`src/rtl/burst_addr_pkg.sv`:
```
package burst_addr_pkg;

    typedef enum logic [1:0] {
        OP_HOLD  = 2'd0,
        OP_STEP  = 2'd1,
        OP_LOAD  = 2'd2,
        OP_CLEAR = 2'd3
    } addr_op_e;

endpackage

```
`src/rtl/burst_op_decode.sv`:
```
module burst_op_decode
    import burst_addr_pkg::*;
(
    input  logic     clear_n,
    input  logic     load_n,
    input  logic     advance_n,
    output addr_op_e op
);
    // Fixed priority: clear, then load, then step, else hold.
    always_comb begin
        if (!clear_n)        op = OP_CLEAR;
        else if (!load_n)    op = OP_LOAD;
        else if (!advance_n) op = OP_STEP;
        else                 op = OP_HOLD;
    end
endmodule

```
`src/rtl/burst_addr_next.sv`:
```
module burst_addr_next
    import burst_addr_pkg::*;
#(
    parameter int ADDR_W = 16
) (
    input  addr_op_e          op,
    input  logic [ADDR_W-1:0] cur,
    input  logic [ADDR_W-1:0] ext,
    output logic [ADDR_W-1:0] nxt
);
    localparam logic [ADDR_W-1:0] ONE  = ADDR_W'(1);
    localparam logic [ADDR_W-1:0] ZERO = '0;

    // Step result is modulo 2^ADDR_W, so all-ones wraps to zero.
    always_comb begin
        unique case (op)
            OP_CLEAR: nxt = ZERO;
            OP_LOAD:  nxt = ext;
            OP_STEP:  nxt = cur + ONE;
            default:  nxt = cur;
        endcase
    end
endmodule

```
`src/rtl/burst_addr_ctr.sv`:
```
module burst_addr_ctr
    import burst_addr_pkg::*;
#(
    parameter int ADDR_W = 16
) (
    input  logic              clk,
    input  logic              rst,
    input  logic              clear_n,
    input  logic              load_n,
    input  logic              advance_n,
    input  logic [ADDR_W-1:0] ext_addr,
    input  logic              ce_lo_n,
    input  logic              ce_hi,
    output logic [ADDR_W-1:0] acc_addr,
    output logic              port_active
);
    typedef struct packed {
        logic [ADDR_W-1:0] addr;
        logic              active;
    } ctr_state_t;

    ctr_state_t        st_d, st_q;
    addr_op_e          op;
    logic [ADDR_W-1:0] addr_nxt;

    burst_op_decode u_dec (
        .clear_n   (clear_n),
        .load_n    (load_n),
        .advance_n (advance_n),
        .op        (op)
    );

    burst_addr_next #(.ADDR_W(ADDR_W)) u_nxt (
        .op  (op),
        .cur (st_q.addr),
        .ext (ext_addr),
        .nxt (addr_nxt)
    );

    // Chip enables only feed the active flag; the address path never sees them.
    always_comb begin
        st_d        = st_q;
        st_d.addr   = addr_nxt;
        st_d.active = !ce_lo_n && ce_hi;
    end

    always_ff @(posedge clk) begin
        if (rst) st_q <= '0;
        else     st_q <= st_d;
    end

    assign acc_addr    = st_q.addr;
    assign port_active = st_q.active;
endmodule

```
`config.mk`:
```
export PLATFORM = sky130hd
export DESIGN_NAME = burst_addr_ctr
export DESIGN_NICKNAME = d
export VERILOG_FILES = /design/src/rtl/burst_addr_pkg.sv /design/src/rtl/burst_op_decode.sv /design/src/rtl/burst_addr_next.sv /design/src/rtl/burst_addr_ctr.sv
export SDC_FILE = /design/constraint.sdc
export NUM_CORES = 1
export LEC_CHECK = 0
export ABC_AREA = 1
export ABC_CLOCK_PERIOD_IN_PS = 1500
export BUFFER_PORTS_ARGS = -buffer_cell sky130_fd_sc_hd__buf_2
export CAP_MARGIN = 20
export CORE_UTILIZATION = 51
export CTS_BUF_LIST = sky130_fd_sc_hd__clkbuf_2 sky130_fd_sc_hd__clkbuf_4 sky130_fd_sc_hd__clkbuf_8
export CTS_CLUSTER_DIAMETER = 60
export DETAILED_ROUTE_END_ITERATION = 8
export PLACE_DENSITY = 0.92
export SYNTH_ARGS = -nofsm -noshare
export SYNTH_HDL_FRONTEND = slang
export SYNTH_SLANG_ARGS = --single-unit
```
`constraint.sdc`:
```
create_clock -name clk -period 1.5 [get_ports clk]
set_input_delay 0.15 -clock clk [delete_from_list [all_inputs] [get_ports clk]]
set_output_delay 0.15 -clock clk [all_outputs]
set_load 0.02 [all_outputs]
```
# After elaboration in Yosys (flattened, before gate mapping)
# Index checks and enable logic that the tools add are counted.
dict set report word_totals {
  reg_bits 17
  wordCells 13
  out_inout_bits 17
}
dict set report op_classes {
  n_mux 4
  reduce_logical 3
  n_eq_ne 3
  addsub 1
}
# op n
set ops {}
lappend ops {{$pmux 16 s3} 1}
lappend ops {{$add 16x1->16 const B} 1}
lappend ops {{$eq 2x2->1 const B} 2}
lappend ops {{$mux 2} 2}
lappend ops {{$reduce_bool 3->1} 1}
lappend ops {{$eq 2x1->1 const B} 1}
lappend ops {{$logic_and 1x1->1} 1}
lappend ops {{$logic_not 1->1} 1}
lappend ops {{$mux 1} 1}

# Longest topological paths before layout
# Gate-level depths: netlist of run 1.
dict set report depth {
  word_depth 5
  ltp_mapped 8
}

# Hierarchy
# Synthesis of run 1 repeated with hierarchy kept, for this count alone.
dict set report unflattened {
  hier_cells 205
  hier_area_um2 1201.2
}
# mod n_inst area_per_inst_um2 cells_each
set modules_own_cells {}
lappend modules_own_cells {burst_addr_next 1 688.2 147}
lappend modules_own_cells {burst_addr_ctr 1 498.0 54}
lappend modules_own_cells {burst_op_decode 1 15.0 4}

# Worst setup path after synthesis of run 1
# No wires, ideal clock.
dict set report synth_path {
  kind {flip-flop to flip-flop}
  from {register st_q (netlist bit acc_addr[1])}
  to {register st_q (netlist bit acc_addr[12])}
  setup_slack_ps 160
  path_stages_with_launch 8
  arrival_time_ps 1270
  setup_time_ps 70
  required_ps 1430
  period_less_slack_ps 1340
  n_path_buf 0
  path_cell_list {dfxtp_1 ha_1 nand3_2 nor2_2 nand2_1 nand2_1 nand3_1 a21oi_1}
}
dict set report synth_via {
  elab_chain_len 2
}
# element line
set synth_rtl {}
lappend synth_rtl {{start, declared} burst_addr_ctr.sv:22} ;# ctr_state_t st_d, st_q;
lappend synth_rtl {{start signal, assigned} burst_addr_ctr.sv:49} ;# else st_q <= st_d;
lappend synth_rtl {{$add 16x1->16} burst_addr_next.sv:19} ;# OP_STEP: nxt = cur + ONE;
lappend synth_rtl {{$pmux 16 s3} burst_addr_next.sv:16} ;# unique case (op)
# Every way passes these cells.
# A chain may end at the register's enable or synchronous reset.

# Final worst setup path of run 1
dict set report layout_path {
  from {register st_q (netlist bit acc_addr[0])}
  to {register st_q (netlist bit acc_addr[12])}
}
# Same word-level chain as after synthesis.

==> results of run 1 <==
==> cell type report <==
class                   instances  share of cell area
inverters                      25              0.0664
multi-input cells             136               0.481
clock buffers                   4              0.0212
flip-flops and latches         17               0.241
repair buffers                 44               0.166
well taps                      27              0.0239
==> metrics by stage <==
stage	area, µm²	setup slack (ps)	utilization	power (W)	instances
floorplan	1140	160	-	0.000610	183
global placement	1370	225	0.679	0.000686	248
detailed placement	1370	197	0.679	0.000688	248
CTS	1410	177	0.699	0.000952	253
global route	1410	63.4	0.699	0.000996	253
finish	1410	152	0.699	0.000956	253
==> critical path, cell delays in order (launching register included) <==
cell	delay [ps]
dfxtp_1	420
ha_1	230
nand3_2	120
nor2_2	210
nand2_1	80
nand2_1	70
nand3_1	60
a21oi_1	110
==> power by group through the flow <==
stage / registers [W] / logic (W) / clock network (W)
after CTS: 0.000494 / 0.000187 / 0.000271
after detailed placement: 0.000504 / 0.000184 / 0
after global routing: 0.000498 / 0.000206 / 0.000292
final: 0.000495 / 0.000187 / 0.000274
after global placement: 0.000504 / 0.000182 / 0
after floorplan: 0.000528 / 0.0000822 / 0
==> cell usage in the layout, fill, tap and decap left out, drive strengths merged <==
| master | Yosys | layout |
|---|---|---|
| or2 | 1 | 1 |
| nor2 | 19 | 19 |
| o21bai | 4 | 4 |
| dlygate4sd3 | 0 | 1 |
| nand4 | 2 | 2 |
| a31oi | 4 | 4 |
| inv | 25 | 25 |
| a22oi | 2 | 2 |
| o211ai | 2 | 2 |
| nand2 | 51 | 51 |
| buf | 4 | 43 |
| o21ai | 18 | 18 |
| ha | 1 | 1 |
| clkbuf | 1 | 4 |
| a21oi | 11 | 11 |
| nand3 | 20 | 20 |
| dfxtp | 17 | 17 |
| o211a | 1 | 1 |
==> kinds of logic (layout without fill, tap and decap cells) <==
family / count (synthesis) / after routing
compound gates: 42 / 42
fa+ha+maj: 1 / 1
buf+inv: 30 / 73
flops: 17 / 17
simple gates: 93 / 93
==> metal layers <==
layer	track usage	wire length, µm	vias up
li1	-	-	685
met1	0.331	1280	567
met2	0.413	1330	80
met3	0.0374	299	10
met4	0.108	66	0
met5	0	0	-
==> final timing paths <==
check	from	endpoint	slack, ps
worst max register to register	acc_addr[0]$_SDFFE_PP0P_	acc_addr[12]$_SDFFE_PP0P_	150
worst min-delay path	ce_hi	port_active$_SDFF_PP0_	60
worst max-delay path	acc_addr[0]$_SDFFE_PP0P_	acc_addr[12]$_SDFFE_PP0P_	150
worst min register to register	acc_addr[1]$_SDFFE_PP0P_	acc_addr[1]$_SDFFE_PP0P_	560
==> state kept, by name (all words and copies together) (netlist names) <==
register and count:
acc_addr 16, port_active 1
==> timing repair <==
action	CTS	global route
endpoints found under the hold margin	1	0
hold buffers	1	0
setup buffers	0	0
==> metrics.csv, run 1 <==
metric,value,unit
via_per_inst,5.30,
slew_violations,0,
period_share,0.898,
grt-ovfl-total,0,
grt_pass1_wl,4.82,mm
comb_power_share,0.196,
crit_fanout,5,
wl_per_cell,11.8,µm
start_util,0.563,
synth.most_common_cell,nand2_1,
cts_sinks,17,
rsz0062_at_grt,false,
grt_usage,0.255,
die_x,49.3,µm
drive_gt1_frac,0.279,
clock_power_share,0.286,
power_frac_seq,0.518,
postRouteAntennaNets,0,
status,"complete, no violations",
rows,16,
dr.pass1.iters,4,
grt_start_max_net_pins,22,
synthCells,183,
synth-simple-area-share,0.366,
cts_inserted_buffers,3,
clock_latency,300,ps
netlist.area_leader.share,0.299,
synth_top_family_by_area,simple AND/OR/NAND/NOR gates,
wl,2.98,mm
leakage,0.689,nW
ir_worst_vdd,0.000539,V
crit_type,reg2reg,
dp_hpwl,2.22,mm
regArea,340,µm²
synthAdderAreaFrac,0.0110,
finalHoldViolCount,0,
hold_path.class,in2reg,
cts_tree,built,
multi_input_area,681,µm²
synth.top_cells.by_area,"dfxtp_1 (30%), nand2_1 (16%), nand3_1 (8.4%)",
antenna_found_initial,0,
synth_mux_area_frac,0,
tightest_slew,389,ps
reg2reg_depth,7,
p_per_area,676,mW/mm²
cp-end-kind,register,
syn_nets,207,
holdWs,64.7,ps
synth_edf_count,0,
io_buffers,39,
synth_top_cell_by_area,dfxtp_1,
setup-tns-final,0,ps
drcViolationCount,0,
whs_path_depth,3,
synth_xor_area_frac,0,
final_nets,251,
fillers,192,
ctsHtreeMaxLevel,1,
post-route-min-period,1350,ps
yosysSeqAreaShare,0.299,
sw_frac_of_total,0.302,
p_int,0.000668,W
postSynth.asyncResetShare,0,
fin_worst_skew,4.38,ps
yosysUniqueCellTypes,24,
io_pins,40,
synth.cells.most_frequent,"nand2_1 (48), inv_1 (24), nand3_1 (19)",
gp_congestion,0.981,
worstPathRequired,1740,ps
syn2layout_area_growth,24.2,%
clkTransAtPathRegs,100,ps
p_switching,0.000289,W
crit_path_start_kind,register,
cts_resized,0,
first_global_vias,1132,
clockBufferDepth,2,
worst_ep_arrival_time,1590,ps
synth_seq_cells,17,
syn_area,0.00114,mm²
synth-compound-area-share,0.221,
synthFlopType,dfxtp_1,
core_area,0.00202,mm²
final-setup-viol-count,0,
drt_iter0_markers,73,
relSlewSlack,0.741,
vias,1342,
ys_warn_count,0,
cts-root-buf,clkbuf_4,
dieHeight,49.3,µm
die_area,0.00243,mm²
syn_avg_cell_area,6.22,µm²
num_antenna_cells,0,
fmax,742,MHz
drv_cap,0,
Power figures use the tool's default switching activity.
==> inputs of run 2 (changes only) <==
--- a/config.mk
+++ b/config.mk
@@ -13,7 +13,7 @@
 export CTS_BUF_LIST = sky130_fd_sc_hd__clkbuf_2 sky130_fd_sc_hd__clkbuf_4 sky130_fd_sc_hd__clkbuf_8
 export CTS_CLUSTER_DIAMETER = 60
 export DETAILED_ROUTE_END_ITERATION = 8
-export PLACE_DENSITY = 0.92
+export PLACE_DENSITY = 0.79
 export SYNTH_ARGS = -nofsm -noshare
 export SYNTH_HDL_FRONTEND = slang
 export SYNTH_SLANG_ARGS = --single-unit
==> metrics.csv, run 2 (synthesis results as in run 1) <==
metric,value,unit,change
setup-tns-final,0,ps,unchanged
leakage,0.688,nW,was 0.689 nW
drt_iter0_markers,39,,was 73
hold_path.class,in2reg,,unchanged
core_area,0.00202,mm²,unchanged
regArea,340,µm²,unchanged
fin_worst_skew,9.18,ps,was 4.38 ps
status,"complete, no violations",,unchanged
gp_congestion,0.908,,was 0.981
ir_worst_vdd,0.000619,V,was 0.000539 V
rows,16,,unchanged
crit_fanout,5,,unchanged
cts-root-buf,clkbuf_4,,unchanged
crit_path_start_kind,register,,unchanged
vias,1376,,"was 1,342"
drv_cap,0,,unchanged
grt_pass1_wl,5.41,mm,was 4.82 mm
post-route-min-period,1350,ps,about the same
largest_register_ffs,16,,unchanged
io_pins,40,,unchanged
period_share,0.902,,was 0.898
final_nets,251,,unchanged
io_buffers,39,,unchanged
die_area,0.00243,mm²,unchanged
fillers,208,,was 192
worst_ep_arrival_time,1540,ps,was 1590 ps
clkTransAtPathRegs,110,ps,was 100 ps
postRouteAntennaNets,0,,unchanged
wl_per_cell,12.8,µm,was 11.8 µm
clockBufferDepth,2,,unchanged
drive_gt1_frac,0.279,,unchanged
wl,3.24,mm,was 2.98 mm
die_x,49.3,µm,unchanged
cts_inserted_buffers,3,,unchanged
grt_usage,0.286,,was 0.255
worstPathRequired,1690,ps,was 1740 ps
antenna_found_initial,0,,unchanged
rsz0062_at_grt,false,,unchanged
first_global_vias,1249,,"was 1,132"
cp_slowest_cell,dfxtp_1,,unchanged
grt_start_max_net_pins,22,,unchanged
fin_util,0.700,,was 0.699
crit_type,reg2reg,,unchanged
start_util,0.563,,unchanged
clock_latency,300,ps,about the same
drcViolationCount,0,,unchanged
syn2layout_area_growth,24.4,%,was 24.2%
ctsHtreeMaxLevel,1,,unchanged
slowest_delay,440,ps,was 420 ps
via_per_inst,5.44,,was 5.30
grt-ovfl-total,0,,unchanged
tightest_slew,426,ps,was 389 ps
relSlewSlack,0.716,,was 0.741
cp-end-kind,register,,unchanged
mostFrequentLayoutCell,nand2_1,,unchanged
fmax,739,MHz,was 742 MHz
final-setup-viol-count,0,,unchanged
cts_tree,built,,unchanged
cp_common_cell,nand3_1,,was nand2_1
cp_cell_sequence,nand2_2 -> inv_1 -> nand2_1 -> nor2_1 -> nand3_1 -> nand3_1 -> a21oi_2,,was ha_1 -> nand3_2 -> nor2_2 -> nand2_1 -> nand2_1 -> nand3_1 -> a21oi_1
layout_common_cells,"nand2_1 (48), buf_2 (39), inv_1 (24)",,unchanged
dr.pass1.iters,4,,unchanged
cts_sinks,17,,unchanged
multi_input_area,686,µm²,was 681 µm²
p_per_area,666,mW/mm²,was 676 mW/mm²
dieHeight,49.3,µm,unchanged
slew_violations,0,,unchanged
dp_hpwl,2.41,mm,was 2.22 mm
holdWs,64.5,ps,was 64.7 ps
finalHoldViolCount,0,,unchanged
num_antenna_cells,0,,unchanged
-- run 2: cell count changes in the layout (fill, tap and decap cells not counted), sizes merged --
cell	before	now
clkbuf	4	3
clkinv	0	1
-- run 2: worst paths after layout --
kind | cells after the start | slack [ps] | end | startpoint
worst max-delay path | 7 | 150 | acc_addr[11]$_SDFFE_PP0P_ | acc_addr[4]$_SDFFE_PP0P_
worst min register to register | 2 | 560 | acc_addr[0]$_SDFFE_PP0P_ | acc_addr[0]$_SDFFE_PP0P_
worst max register to register | 7 | 150 | acc_addr[11]$_SDFFE_PP0P_ | acc_addr[4]$_SDFFE_PP0P_
worst min-delay path | 2 | 60 | acc_addr[8]$_SDFFE_PP0P_ | rst
-- run 2: routing by layer --
metal / share of wire / up-vias / GRT usage
li1: - / 691 / -
met1: 0.43 / 614 / 0.371
met2: 0.47 / 69 / 0.470
met3: 0.096 / 2 / 0.0779
met4: 0.0019 / 0 / 0.0539
met5: 0 / - / 0
-- run 2: per-stage QoR --
stage / worst slack (ps) / total power (W) / cells / instance area, µm²
floorplan: 160 / 0.000610 / 183 / 1140
global placement: 216 / 0.000684 / 248 / 1370
detailed placement: 149 / 0.000690 / 248 / 1370
CTS: 121 / 0.000949 / 253 / 1410
global route: 0.986 / 0.000991 / 253 / 1420
finish: 147 / 0.000943 / 253 / 1420
-- run 2: cell type report --
cell class,instances,share of cell area
flip-flops and latches,17,0.240
multi-input cells,136,0.484
well taps,27,0.0239
clock buffers,3,0.0159
inverters,25,0.0663
clock inverters,1,0.00353
repair buffers,44,0.166
-- run 2: report_power, final --
group | leakage, nW | total [W] | internal [W] | switching [W]
sequential | 0.139 | 0.000496 | 0.000472 | 0.0000240
combinational | 0.532 | 0.000188 | 0.0000746 | 0.000114
clock | 0.0177 | 0.000259 | 0.0000994 | 0.000160
total | 0.688 | 0.000943 | 0.000646 | 0.000298
-- run 2: critical path: cells and delay by family, from the launching register on --
family | cells | cell delay (ps)
DFF | 1 | 440
and+or+nand+nor | 5 | 660
buffers and inverters | 1 | 80
AOI/OAI and AO/OA | 1 | 60
-- run 2: repair_timing --
action / in CTS / in global routing
hold buffers: 1 / 0
hold endpoints to repair: 1 / 0
buffers inserted: 0 / 0
endpoints found under the setup margin: 0 / 1
gates resized for setup: 0 / 1
==> inputs of run 3 (changes only) <==
==> constraint.sdc (replaced) <==
create_clock -name clk -period 1.5 [get_ports clk]
set_input_delay 0.225 -clock clk [delete_from_list [all_inputs] [get_ports clk]]
set_output_delay 0.225 -clock clk [all_outputs]
set_load 0.02 [all_outputs]
==> metrics.csv, run 3 (synthesis results as in run 1) <==
metric,value,unit,change
status,"complete, no violations",,unchanged
r2r-start,acc_addr[4]$_SDFFE_PP0P_,,unchanged
sw_frac_of_total,0.315,,about the same
worst_ep_arrival_time,1550,ps,was 1540 ps
grt-ovfl-total,0,,unchanged
clock_latency,300,ps,about the same
cp_common_cell,nand3_1,,unchanged
reg2reg_depth,7,,unchanged
cts_hold_buf,0,,was 1
crit_type,reg2reg,,unchanged
period_share,0.904,,was 0.902
p_per_area,669,mW/mm²,was 666 mW/mm²
cp_num_buf_inv,1,,unchanged
drcViolationCount,0,,unchanged
slowest_delay,440,ps,about the same
die_area,0.00243,mm²,unchanged
grt_start_max_net_pins,22,,unchanged
cp_slowest_cell,dfxtp_1,,unchanged
fin_cells,252,,was 253
cts-root-buf,clkbuf_4,,unchanged
slew_violations,0,,unchanged
place_inst,248,,unchanged
p_switching,0.000297,W,was 0.000298 W
cts_resized,0,,unchanged
dr.pass1.iters,4,,unchanged
io_buffers,39,,unchanged
rrSetupSlack,140,ps,was 150 ps
fmax,737,MHz,was 739 MHz
via_per_inst,5.43,,was 5.44
num_antenna_cells,0,,unchanged
leakage,0.684,nW,was 0.688 nW
crit_path_start_kind,register,,unchanged
antenna_found_initial,0,,unchanged
power.total,0.000941,W,was 0.000943 W
ctsHtreeMaxLevel,1,,unchanged
postCtsSetupRepairBufs,0,,unchanged
gp_congestion,0.908,,unchanged
multi_input_area,686,µm²,unchanged
drv_cap,0,,unchanged
cts_sinks,17,,unchanged
cp_cell_sequence,nand2_2 -> inv_1 -> nand2_1 -> nor2_1 -> nand3_1 -> nand3_1 -> a21oi_2,,unchanged
cp-end-kind,register,,unchanged
post-route-min-period,1360,ps,was 1350 ps
grt_usage,0.285,,was 0.286
setup-tns-final,0,ps,unchanged
finalHoldViolCount,0,,unchanged
mostFrequentLayoutCell,nand2_1,,unchanged
crit_family,simple AND/OR/NAND/NOR gates,,unchanged
rsz0062_at_grt,false,,unchanged
first_global_vias,1237,,"was 1,249"
syn2layout_area_growth,23.5,%,was 24.4%
clkTransAtPathRegs,110,ps,about the same
drt_iter0_markers,38,,was 39
regArea,340,µm²,unchanged
clock_power_share,0.275,,about the same
wl,3.22,mm,was 3.24 mm
clockBufferDepth,2,,unchanged
p_int,0.000644,W,was 0.000646 W
core_area,0.00202,mm²,unchanged
layout_common_cells,"nand2_1 (48), buf_2 (39), inv_1 (24)",,unchanged
postRouteAntennaNets,0,,unchanged
wl_per_cell,12.8,µm,about the same
io_pins,40,,unchanged
fillers,209,,was 208
holdPathEnd,port_active$_SDFF_PP0_,,was acc_addr[8]$_SDFFE_PP0P_
hp-start,ce_lo_n,,was rst
worstPathRequired,1690,ps,about the same
rows,16,,unchanged
final-setup-viol-count,0,,unchanged
largest_register_ffs,16,,unchanged
dp_hpwl,2.41,mm,unchanged
whs_path_depth,2,,unchanged
drive_gt1_frac,0.280,,was 0.279
hold_path.class,in2reg,,unchanged
tightest_slew,427,ps,was 426 ps
comb_power_share,0.198,,was 0.200
crit_fanout,5,,unchanged
dieHeight,49.3,µm,unchanged
power_frac_seq,0.527,,was 0.525
relSlewSlack,0.715,,was 0.716
fin_worst_skew,9.42,ps,was 9.18 ps
grt_pass1_wl,5.38,mm,was 5.41 mm
die_x,49.3,µm,unchanged
cts_inserted_buffers,3,,unchanged
cts_tree,built,,unchanged
ir_worst_vdd,0.000619,V,about the same
vias,1369,,"was 1,376"
start_util,0.563,,unchanged
rr_endpoint,acc_addr[11]$_SDFFE_PP0P_,,unchanged
final_nets,250,,was 251
[run 3: cell types whose count changed in the layout (fill, tap and decap cells not counted)]
cell,before,now
dlygate4sd3_1,1,0
[run 3: power groups by stage]
stage / registers, W / clock network [W] / logic [W]
after floorplan: 0.000528 / 0 / 0.0000822
after global placement: 0.000504 / 0 / 0.000180
after detailed placement: 0.000505 / 0 / 0.000185
after CTS: 0.000495 / 0.000266 / 0.000186
after global routing: 0.000499 / 0.000283 / 0.000206
final: 0.000496 / 0.000259 / 0.000186
[run 3: final cells by class]
class | count | area share
clock buffers | 3 | 0.0160
clock inverters | 1 | 0.00356
inverters | 25 | 0.0667
multi-input cells | 136 | 0.488
flip-flops and latches | 17 | 0.242
well taps | 27 | 0.0240
repair buffers | 43 | 0.160
[run 3: worst max-delay path by stage]
stage	startpoint	to	depth (start not counted)
global route	acc_addr[1]$_SDFFE_PP0P_	acc_addr[14]$_SDFFE_PP0P_	7
CTS	acc_addr[0]$_SDFFE_PP0P_	acc_addr[12]$_SDFFE_PP0P_	7
floorplan	acc_addr[1]$_SDFFE_PP0P_	acc_addr[12]$_SDFFE_PP0P_	7
detailed placement	acc_addr[0]$_SDFFE_PP0P_	acc_addr[12]$_SDFFE_PP0P_	7
global placement	acc_addr[0]$_SDFFE_PP0P_	acc_addr[12]$_SDFFE_PP0P_	7
finish	acc_addr[4]$_SDFFE_PP0P_	acc_addr[11]$_SDFFE_PP0P_	7
[run 3: worst register-to-register path: stages (launching register included)]
cell and delay (ps):
dfxtp_1 440, nand2_2 120, inv_1 80, nand2_1 50, nor2_1 250, nand3_1 130
nand3_1 120, a21oi_2 60
[run 3: through the flow]
step | hold slack [ps] | setup WS (ps) | utilization | cell area, µm²
floorplan | 294 | 160 | - | 1140
global placement | 381 | 216 | 0.679 | 1370
detailed placement | 386 | 149 | 0.679 | 1370
CTS | 56.5 | 121 | 0.693 | 1400
global route | 59.3 | 0.986 | 0.696 | 1410
finish | 61.1 | 144 | 0.696 | 1410
[run 3: routing by layer]
layer | global-route usage | up-vias | part of all wire
met2 | 0.466 | 69 | 0.47
met4 | 0.0539 | 0 | 0.0028
met5 | 0 | - | 0
met1 | 0.371 | 609 | 0.43
li1 | - | 689 | -
met3 | 0.0779 | 2 | 0.095
